<file path="config.mk">
export PLATFORM = sky130hd
export DESIGN_NAME = issue_gate
export DESIGN_NICKNAME = d
export VERILOG_FILES = /design/src/rtl/isg_pkg.sv /design/src/rtl/isg_clear_decode.sv /design/src/rtl/isg_pending_file.sv /design/src/rtl/isg_hazard_detect.sv /design/src/rtl/issue_gate.sv
export SDC_FILE = /design/constraint.sdc
export NUM_CORES = 1
export LEC_CHECK = 0
export BUFFER_PORTS_ARGS = -buffer_cell sky130_fd_sc_hd__buf_2
export CAP_MARGIN = 20
export CORE_MARGIN = 2
export CORE_UTILIZATION = 25
export CTS_CLUSTER_SIZE = 10
export DETAILED_ROUTE_END_ITERATION = 10
export HOLD_SLACK_MARGIN = 0.15
export PLACE_DENSITY = 0.44
export SLEW_MARGIN = 20
export SYNTH_ARGS = -nofsm -noshare
export SYNTH_HDL_FRONTEND = slang
export SYNTH_SLANG_ARGS = --single-unit
export TNS_END_PERCENT = 10
</file>
<file path="constraint.sdc">
create_clock -name clk -period 3.1 [get_ports clk]
set_clock_uncertainty 0.15 [all_clocks]
set_input_delay 0.31 -clock clk [delete_from_list [all_inputs] [get_ports clk]]
set_output_delay 0.31 -clock clk [all_outputs]
set_load 0.02 [all_outputs]
</file>
<file path="src/rtl/isg_pkg.sv">
package isg_pkg;

    typedef enum logic [1:0] {
        STALL_NONE = 2'd0,
        STALL_RAW  = 2'd1,
        STALL_WAW  = 2'd2,
        STALL_UNIT = 2'd3
    } stall_e;

endpackage

</file>
<file path="src/rtl/isg_clear_decode.sv">
module isg_clear_decode #(
    parameter int REG_W   = 5,
    parameter int NUM_CMP = 2,
    localparam int NUM_REGS = 1 << REG_W
) (
    input  logic [NUM_CMP-1:0]       cmp_valid,
    input  logic [NUM_CMP*REG_W-1:0] cmp_reg,
    output logic [NUM_REGS-1:0]      clr_mask
);

    logic [NUM_REGS-1:0] port_mask [NUM_CMP];

    // One one-hot mask per port; identical registers merge by OR.
    for (genvar p = 0; p < NUM_CMP; p++) begin : g_port
        always_comb begin
            port_mask[p] = '0;
            if (cmp_valid[p]) begin
                port_mask[p][cmp_reg[p*REG_W +: REG_W]] = 1'b1;
            end
        end
    end

    always_comb begin
        clr_mask = '0;
        for (int p = 0; p < NUM_CMP; p++) begin
            clr_mask = clr_mask | port_mask[p];
        end
    end

endmodule

</file>
<file path="src/rtl/isg_pending_file.sv">
module isg_pending_file #(
    parameter int REG_W = 5,
    localparam int NUM_REGS = 1 << REG_W
) (
    input  logic                clk,
    input  logic                rst_n,
    input  logic                set_en,
    input  logic [REG_W-1:0]    set_idx,
    input  logic [NUM_REGS-1:0] clr_mask,
    output logic [NUM_REGS-1:0] pend_q,
    output logic [NUM_REGS-1:0] pend_eff
);

    logic [NUM_REGS-1:0] set_mask;
    logic [NUM_REGS-1:0] pend_d;

    // Register 0 never gets a flag.
    always_comb begin
        set_mask = '0;
        if (set_en && (set_idx != '0)) begin
            set_mask[set_idx] = 1'b1;
        end
    end

    // Completions are seen by the check in the same cycle.
    assign pend_eff = pend_q & ~clr_mask;
    // A new issue wins over a clear to the same register.
    assign pend_d   = pend_eff | set_mask;

    always_ff @(posedge clk or negedge rst_n) begin
        if (!rst_n) begin
            pend_q <= '0;
        end else begin
            pend_q <= pend_d;
        end
    end

endmodule

</file>
<file path="src/rtl/isg_hazard_detect.sv">
module isg_hazard_detect
    import isg_pkg::*;
#(
    parameter int REG_W  = 5,
    parameter int UNIT_W = 2,
    localparam int NUM_REGS  = 1 << REG_W,
    localparam int NUM_UNITS = 1 << UNIT_W
) (
    input  logic [NUM_REGS-1:0]  pend_eff,
    input  logic                 in_valid,
    input  logic [REG_W-1:0]     in_rd,
    input  logic [REG_W-1:0]     in_rs,
    input  logic [REG_W-1:0]     in_rt,
    input  logic [UNIT_W-1:0]    in_unit,
    input  logic [NUM_UNITS-1:0] unit_busy,
    output logic                 grant,
    output stall_e               cause
);

    logic raw_hit;
    logic waw_hit;
    logic unit_hit;

    assign raw_hit  = pend_eff[in_rs] | pend_eff[in_rt];
    assign waw_hit  = pend_eff[in_rd];
    assign unit_hit = unit_busy[in_unit];

    always_comb begin
        cause = STALL_NONE;
        if (in_valid) begin
            if (raw_hit) begin
                cause = STALL_RAW;
            end else if (waw_hit) begin
                cause = STALL_WAW;
            end else if (unit_hit) begin
                cause = STALL_UNIT;
            end
        end
    end

    assign grant = in_valid && (cause == STALL_NONE);

endmodule

</file>
<file path="src/rtl/issue_gate.sv">
module issue_gate
    import isg_pkg::*;
#(
    parameter int REG_W   = 5,
    parameter int UNIT_W  = 2,
    parameter int NUM_CMP = 2,
    localparam int NUM_REGS  = 1 << REG_W,
    localparam int NUM_UNITS = 1 << UNIT_W
) (
    input  logic                     clk,
    input  logic                     rst_n,
    input  logic                     in_valid,
    input  logic [REG_W-1:0]         in_rd,
    input  logic [REG_W-1:0]         in_rs,
    input  logic [REG_W-1:0]         in_rt,
    input  logic [UNIT_W-1:0]        in_unit,
    input  logic [NUM_UNITS-1:0]     unit_busy,
    input  logic [NUM_CMP-1:0]       cmp_valid,
    input  logic [NUM_CMP*REG_W-1:0] cmp_reg,
    output logic                     issue_grant,
    output logic [1:0]               stall_code,
    output logic [NUM_REGS-1:0]      pending_vec
);

    logic [NUM_REGS-1:0] clr_mask;
    logic [NUM_REGS-1:0] pend_eff;
    logic                grant;
    stall_e              cause;

    isg_clear_decode #(.REG_W(REG_W), .NUM_CMP(NUM_CMP)) u_clr (
        .cmp_valid (cmp_valid),
        .cmp_reg   (cmp_reg),
        .clr_mask  (clr_mask)
    );

    isg_hazard_detect #(.REG_W(REG_W), .UNIT_W(UNIT_W)) u_haz (
        .pend_eff  (pend_eff),
        .in_valid  (in_valid),
        .in_rd     (in_rd),
        .in_rs     (in_rs),
        .in_rt     (in_rt),
        .in_unit   (in_unit),
        .unit_busy (unit_busy),
        .grant     (grant),
        .cause     (cause)
    );

    isg_pending_file #(.REG_W(REG_W)) u_pend (
        .clk      (clk),
        .rst_n    (rst_n),
        .set_en   (grant),
        .set_idx  (in_rd),
        .clr_mask (clr_mask),
        .pend_q   (pending_vec),
        .pend_eff (pend_eff)
    );

    assign issue_grant = grant;
    assign stall_code  = cause;

endmodule

</file>
==> flow_summary.json, run 1 <==
{
  "h-tree-depth": 2,
  "setup.worst_path.end_class": "primary output",
  "postSynth.asyncResetShare_pct": 100,
  "rsz0062_at_grt": "true",
  "finalWeightedCongestion": 0.910,
  "antenna_found_initial": 0,
  "dp_hpwl_um": 9690,
  "worst_slew_pin_slew_ns": 0.737,
  "finalPower_mw": 1.38,
  "drv_cap": 0,
  "worstSkewPairLatency_ns": 0.30,
  "die_area_mm2": 0.0115,
  "startpoint_type": "input port",
  "worstSetupPathType": "in2out",
  "wl_met1_um": 5430,
  "status": "finished clean",
  "placementRows": 37,
  "power_frac_seq_pct": 35.2,
  "cts_made_buffers": 5,
  "top_layer": "met4",
  "ys.flop_type": "dfrtp_1",
  "syn_avg_cell_area_um2": 8.56,
  "synthToLayoutAreaGrowth_pct": 44.7,
  "ir_drop_uv": 174,
  "finish.utilization_pct": 37.3,
  "port_buffers": 70,
  "postRouteAntennaNets": 0,
  "vias": 3394,
  "wl_met3_um": 1030,
  "slew_headroom_pct": 50.9,
  "final-max-slew-violation-count": 0,
  "synth_edf_count": 0,
  "final_layout_size_suffix_gt1_share_pct": 43.5,
  "overflow": 0,
  "start_util_pct": 25.8,
  "grt_pass1_vias": 3208,
  "ys_seq_area_share_pct": 30.0,
  "finalNonFillerCells": 570,
  "fin_nets": 470,
  "post-route-drc-count": 0,
  "die_y_um": 107,
  "combPwrFrac_pct": 41.2,
  "ys_ff_latch": 32,
  "syn_area_mm2": 0.00267,
  "largest_register_ffs": 32,
  "yosysWarnings": 0,
  "largest-register": "u_pend.pend_q",
  "place_inst": 557,
  "grt_max_degree": 33,
  "syn_inst": 312,
  "wl_met2_um": 5720,
  "ys_types": 51,
  "dr.first_iter.drc_count": 347,
  "wirelength_um": 12600,
  "die_w_um": 107,
  "arrival_ns": 2.58,
  "cp_max_fo": 8,
  "p_clk_share_pct": 23.6,
  "grt_pass1_wl_um": 18900,
  "root_buffer": "clkbuf_8",
  "switching_share_pct": 39.4,
  "syn_nets": 348,
  "setup_viol": 0,
  "dr.pass1.iters": 5,
  "min_path_type": "in2reg",
  "final-hold-violation-count": 0,
  "tritoncts": "done",
  "pin_count": 71,
  "p_int_mw": 0.837,
  "vias_per_cell": 5.95,
  "core-area_mm2": 0.0104,
  "fmax_ghz": 0.329,
  "cts.sinks": 32,
  "grt_usage_pct": 21.7,
  "leakage_nw": 1.60,
  "post-route-period-util_pct": 98.1,
  "avgRoutedWirePerCell_um": 22.0,
  "diodes": 0,
  "reg_top3": "u_pend.pend_q: 32 flops",
  "fin_crit_ns": 3.04,
  "clk_pin_slew_ns": 0.08,
  "clock_path_buffers": 2,
  "switchingPower_mw": 0.544,
  "power_density_mw_per_mm2": 357,
  "crit_required_ns": 2.64
}
final timing paths:
check	startpoint	endpoint	slack (ns)	depth (start not counted)
min in group asynchronous	rst_n	u_pend.pend_q[8]	0.46	2
setup / recovery	cmp_reg[5]	stall_code[1]	0.06	11
hold / removal	in_rd[4]	u_pend.pend_q[21]	0.26	3
setup reg to reg	u_pend.pend_q[30]	u_pend.pend_q[18]	0.60	9
max in group asynchronous	rst_n	u_pend.pend_q[18]	1.85	2
hold reg to reg	u_pend.pend_q[8]	u_pend.pend_q[8]	0.50	2
per-stage QoR:
step	cell area, um2	hold slack [ns]	TNS [ns]	setup slack, ns
after floorplan	2670	-0.136	0	0.247
after global placement	3560	0.279	-0.255	-0.0576
after CTS	3700	0.257	0	0.0114
final	3860	0.259	0	0.0601
after global routing	3860	0.296	-0.0254	-0.0194
after detailed placement	3560	0.272	-2.29	-0.147
cells by family (layout without fill, tap and decap cells):
| kind of cell | count (synthesis) | in the layout | synth area share, % |
|---|---|---|---|
| buf+inv | 29 | 151 | 4.22 |
| flops | 32 | 32 | 30.0 |
| simple gates | 122 | 122 | 25.7 |
| mux | 13 | 13 | 5.43 |
| compound gates | 116 | 116 | 34.7 |
cell usage after synthesis, types with 2 or more instances:
master / count / area share, %
or3b_2: 4 / 1.3
o31ai_1: 20 / 5.6
mux2_2: 2 / 0.84
nand4bb_1: 3 / 1.3
nor3_1: 16 / 3.0
nor2_1: 22 / 3.1
or2_2: 7 / 1.6
a211oi_1: 2 / 0.56
or4_1: 2 / 0.56
nand2_1: 21 / 3.0
a32oi_1: 2 / 0.66
o211ai_1: 2 / 0.56
nor2b_1: 3 / 0.70
nand3b_1: 6 / 1.7
a22oi_1: 2 / 0.56
clkbuf_1: 16 / 2.2
o22ai_1: 14 / 3.3
o32ai_1: 2 / 0.66
nand4b_1: 3 / 0.98
nand2b_1: 11 / 2.6
dfrtp_1: 32 / 30
o221ai_1: 32 / 10
inv_1: 9 / 1.3
nand4_1: 6 / 1.4
nand3_1: 9 / 1.7
o221ai_2: 3 / 1.7
buf_2: 3 / 0.56
mux2i_1: 10 / 3.7
or3_1: 2 / 0.47
o31ai_2: 5 / 2.3
o2111ai_1: 8 / 2.6
o21ai_0: 12 / 2.2
a21oi_1: 3 / 0.56
layout make-up:
class / count / area [um2]
inverter: 10 / 37.5
clock inverter: 2 / 12.5
multi-input combinational: 251 / 1920
sequential: 32 / 801
tap: 136 / 170
fill: 1090 / 6500
clock buffer: 5 / 68.8
timing repair buffer: 134 / 857
power by group through the flow:
stage	Combinational (mW)	Sequential [mW]	Clock, mW
after floorplan	0.212	0.534	0
after global placement	0.532	0.492	0
after detailed placement	0.530	0.491	0
after CTS	0.540	0.484	0.321
after global routing	0.607	0.488	0.355
final	0.569	0.486	0.326
routing by layer:
metal | global-route usage [%] | up-vias
li1 | - | 1523
met1 | 29.8 | 1671
met2 | 33.9 | 178
met3 | 4.36 | 22
met4 | 7.14 | 0
met5 | 0 | -
critical path: stages:
cell and delay, ns:
buf_2 0.12, or3b_4 0.49, o221ai_1 0.31, o22ai_1 0.14, nor2_1 0.20, nand4_1 0.23, nor4_4 0.36, buf_4 0.15
buf_4 0.09, nor2_1 0.04, buf_4 0.15
cells in the final DEF (no fill, tap or decap), drive strengths merged, types with 8 or more instances in the layout:
| master | netlist | final |
|---|---|---|
| buf | 3 | 133 |
| dfrtp | 32 | 32 |
| inv | 9 | 9 |
| mux2i | 10 | 10 |
| nand2 | 21 | 21 |
| nand2b | 11 | 11 |
| nand3 | 9 | 9 |
| nor2 | 22 | 22 |
| nor3 | 16 | 16 |
| o2111ai | 8 | 8 |
| o21ai | 12 | 12 |
| o221ai | 35 | 35 |
| o22ai | 14 | 14 |
| o31ai | 25 | 25 |
repair_timing:
action                                 4_1_cts  5_1_grt
setup buffers                                0        5
resized for setup                            7       29
endpoints found under the hold margin       32        0
pin swaps                                    0        8
cloned                                       0        0
setup endpoints to repair                    3        3
hold buffers                                 1        0
(Power assumes the default switching activity.)
==> inputs of run 2 (changes only) <==
--- a/config.mk
+++ b/config.mk
@@ -5,7 +5,7 @@
 export SDC_FILE = /design/constraint.sdc
 export NUM_CORES = 1
 export LEC_CHECK = 0
-export BUFFER_PORTS_ARGS = -buffer_cell sky130_fd_sc_hd__buf_2
+export BUFFER_PORTS_ARGS = -buffer_cell sky130_fd_sc_hd__buf_4
 export CAP_MARGIN = 20
 export CORE_MARGIN = 2
 export CORE_UTILIZATION = 25
==> flow_summary.json, run 2 (synthesis gave the netlist of run 1 again) <==
{
  "status": "finished clean",
  "setup.worst_path.end_class": "primary output",
  "worstSetupPathType": "in2out",
  "grt_usage_pct": 21.0,
  "final_cell_mix": "buf_4, dfrtp_1, nor2_1",
  "dr.pass1.iters": 5,
  "placementRows": 37,
  "final-max-slew-violation-count": 0,
  "overflow": 0,
  "cp_max_fo": 4,
  "diodes": 0,
  "avgRoutedWirePerCell_um": 21.5,
  "die_w_um": 107,
  "dr.first_iter.drc_count": 344,
  "h-tree-depth": 2,
  "finalWeightedCongestion": 0.921,
  "regArea_um2": 801,
  "antenna_found_initial": 0,
  "whs_path_depth": 3,
  "crit_required_ns": 2.64,
  "port_buffers": 70,
  "hold_end": "u_pend.pend_q[13]",
  "pin_count": 71,
  "core-area_mm2": 0.0104,
  "root_buffer": "clkbuf_8",
  "dp_hpwl_um": 9680,
  "vias": 3329,
  "fin_crit_ns": 3.02,
  "worst_slew_pin_slew_ns": 0.535,
  "min_path_type": "in2reg",
  "tritoncts": "done",
  "fin_nets": 467,
  "start_util_pct": 25.8,
  "reg_top3": "u_pend.pend_q: 32 flops",
  "ir_drop_uv": 197,
  "grt_pass1_vias": 3186,
  "fmax_ghz": 0.331,
  "final-hold-violation-count": 0,
  "final_common_cell": "buf_4",
  "fillers": 1093,
  "die_y_um": 107,
  "wirelength_um": 12200,
  "postRouteAntennaNets": 0,
  "cts.sinks": 32,
  "power_density_mw_per_mm2": 375,
  "r2r_start": "u_pend.pend_q[14]",
  "place_ws_ns": -0.123,
  "final_layout_size_suffix_gt1_share_pct": 44.7,
  "grt_max_degree": 33,
  "largest_register_ffs": 32,
  "synthToLayoutAreaGrowth_pct": 54.8,
  "clk_pin_slew_ns": 0.08,
  "cts_made_buffers": 5,
  "grt_pass1_wl_um": 18500,
  "leakage_nw": 1.65,
  "slew_headroom_pct": 64.1,
  "r2r-end": "u_pend.pend_q[24]",
  "ff2ff_path_depth": 9,
  "drv_cap": 0,
  "setup_viol": 0,
  "multiInputGateArea_mm2": 0.00198,
  "finalPower_mw": 1.55,
  "worst_slack_ns": 0.0772,
  "largest-register": "u_pend.pend_q",
  "min-delay-start": "in_rd[3]",
  "post-route-period-util_pct": 97.5,
  "reg2reg_setup_slack_ns": 0.64,
  "post-route-drc-count": 0,
  "clock_path_buffers": 2,
  "arrival_ns": 2.56,
  "vias_per_cell": 5.86,
  "worstSkewPairLatency_ns": 0.29,
  "die_area_mm2": 0.0115,
  "startpoint_type": "input port"
}
## run 2: worst max path at each step
stage	from	to	slack (ns)
2_1_floorplan	cmp_reg[5]	issue_grant	0.25
3_3_place_gp	cmp_reg[5]	u_pend.pend_q[21]	-0.1
3_5_place_dp	cmp_reg[5]	u_pend.pend_q[21]	-0.12
4_1_cts	cmp_reg[5]	issue_grant	0.006
5_1_grt	cmp_reg[4]	stall_code[1]	-0.007
6_report	cmp_reg[5]	issue_grant	0.08
## run 2: final cells by class
| class | instances | share of cell area (%) |
|---|---|---|
| Multi-Input combinational cell | 251 | 47.9 |
| Inverter | 10 | 0.907 |
| Clock inverter | 1 | 0.726 |
| Timing Repair Buffer | 131 | 24.6 |
| Tap cell | 136 | 4.11 |
| Sequential cell | 32 | 19.4 |
| Clock buffer | 7 | 2.33 |
## run 2: through the flow
stage | cells | TNS [ns] | hold WS (ns) | area [um2] | util [%]
floorplan | 312 | 0 | -0.136 | 2670 | -
global placement | 553 | -0.776 | 0.126 | 3720 | 35.9
detailed placement | 553 | -1.56 | 0.132 | 3720 | 35.9
CTS | 562 | 0 | 0.239 | 3890 | 37.5
global route | 568 | -0.00718 | 0.278 | 4140 | 39.9
finish | 568 | 0 | 0.268 | 4140 | 39.9
## run 2: layer usage
layer  share of wire, %  global-route usage (%)  up-vias
met5                  0                       0        -
met4                1.3                    5.13        0
met3                5.9                    3.57       15
met2                 47                    32.7      150
met1                 45                    30.1     1645
li1                   -                       -     1519
## run 2: repair_timing
item                                    CTS  global route
pin swaps                                 2            18
endpoints found under the setup margin    2             3
hold buffers                              1             0
hold endpoints to repair                 32             0
buffers inserted                          0             6
resized for setup                         4            36
## run 2: power by group
group	switching, mW	internal, mW
Combinational	0.339	0.268
Clock	0.167	0.284
Sequential	0.0361	0.457
Total	0.542	1.01
## run 2: worst max-delay path: stages
cell and delay, ns:
buf_4 0.12, or3b_4 0.42, buf_4 0.18, o221ai_2 0.17, mux2i_1 0.18, a32oi_1 0.22
nand4_1 0.19, nor4_4 0.36, nand4_2 0.18, inv_2 0.10, buf_4 0.14
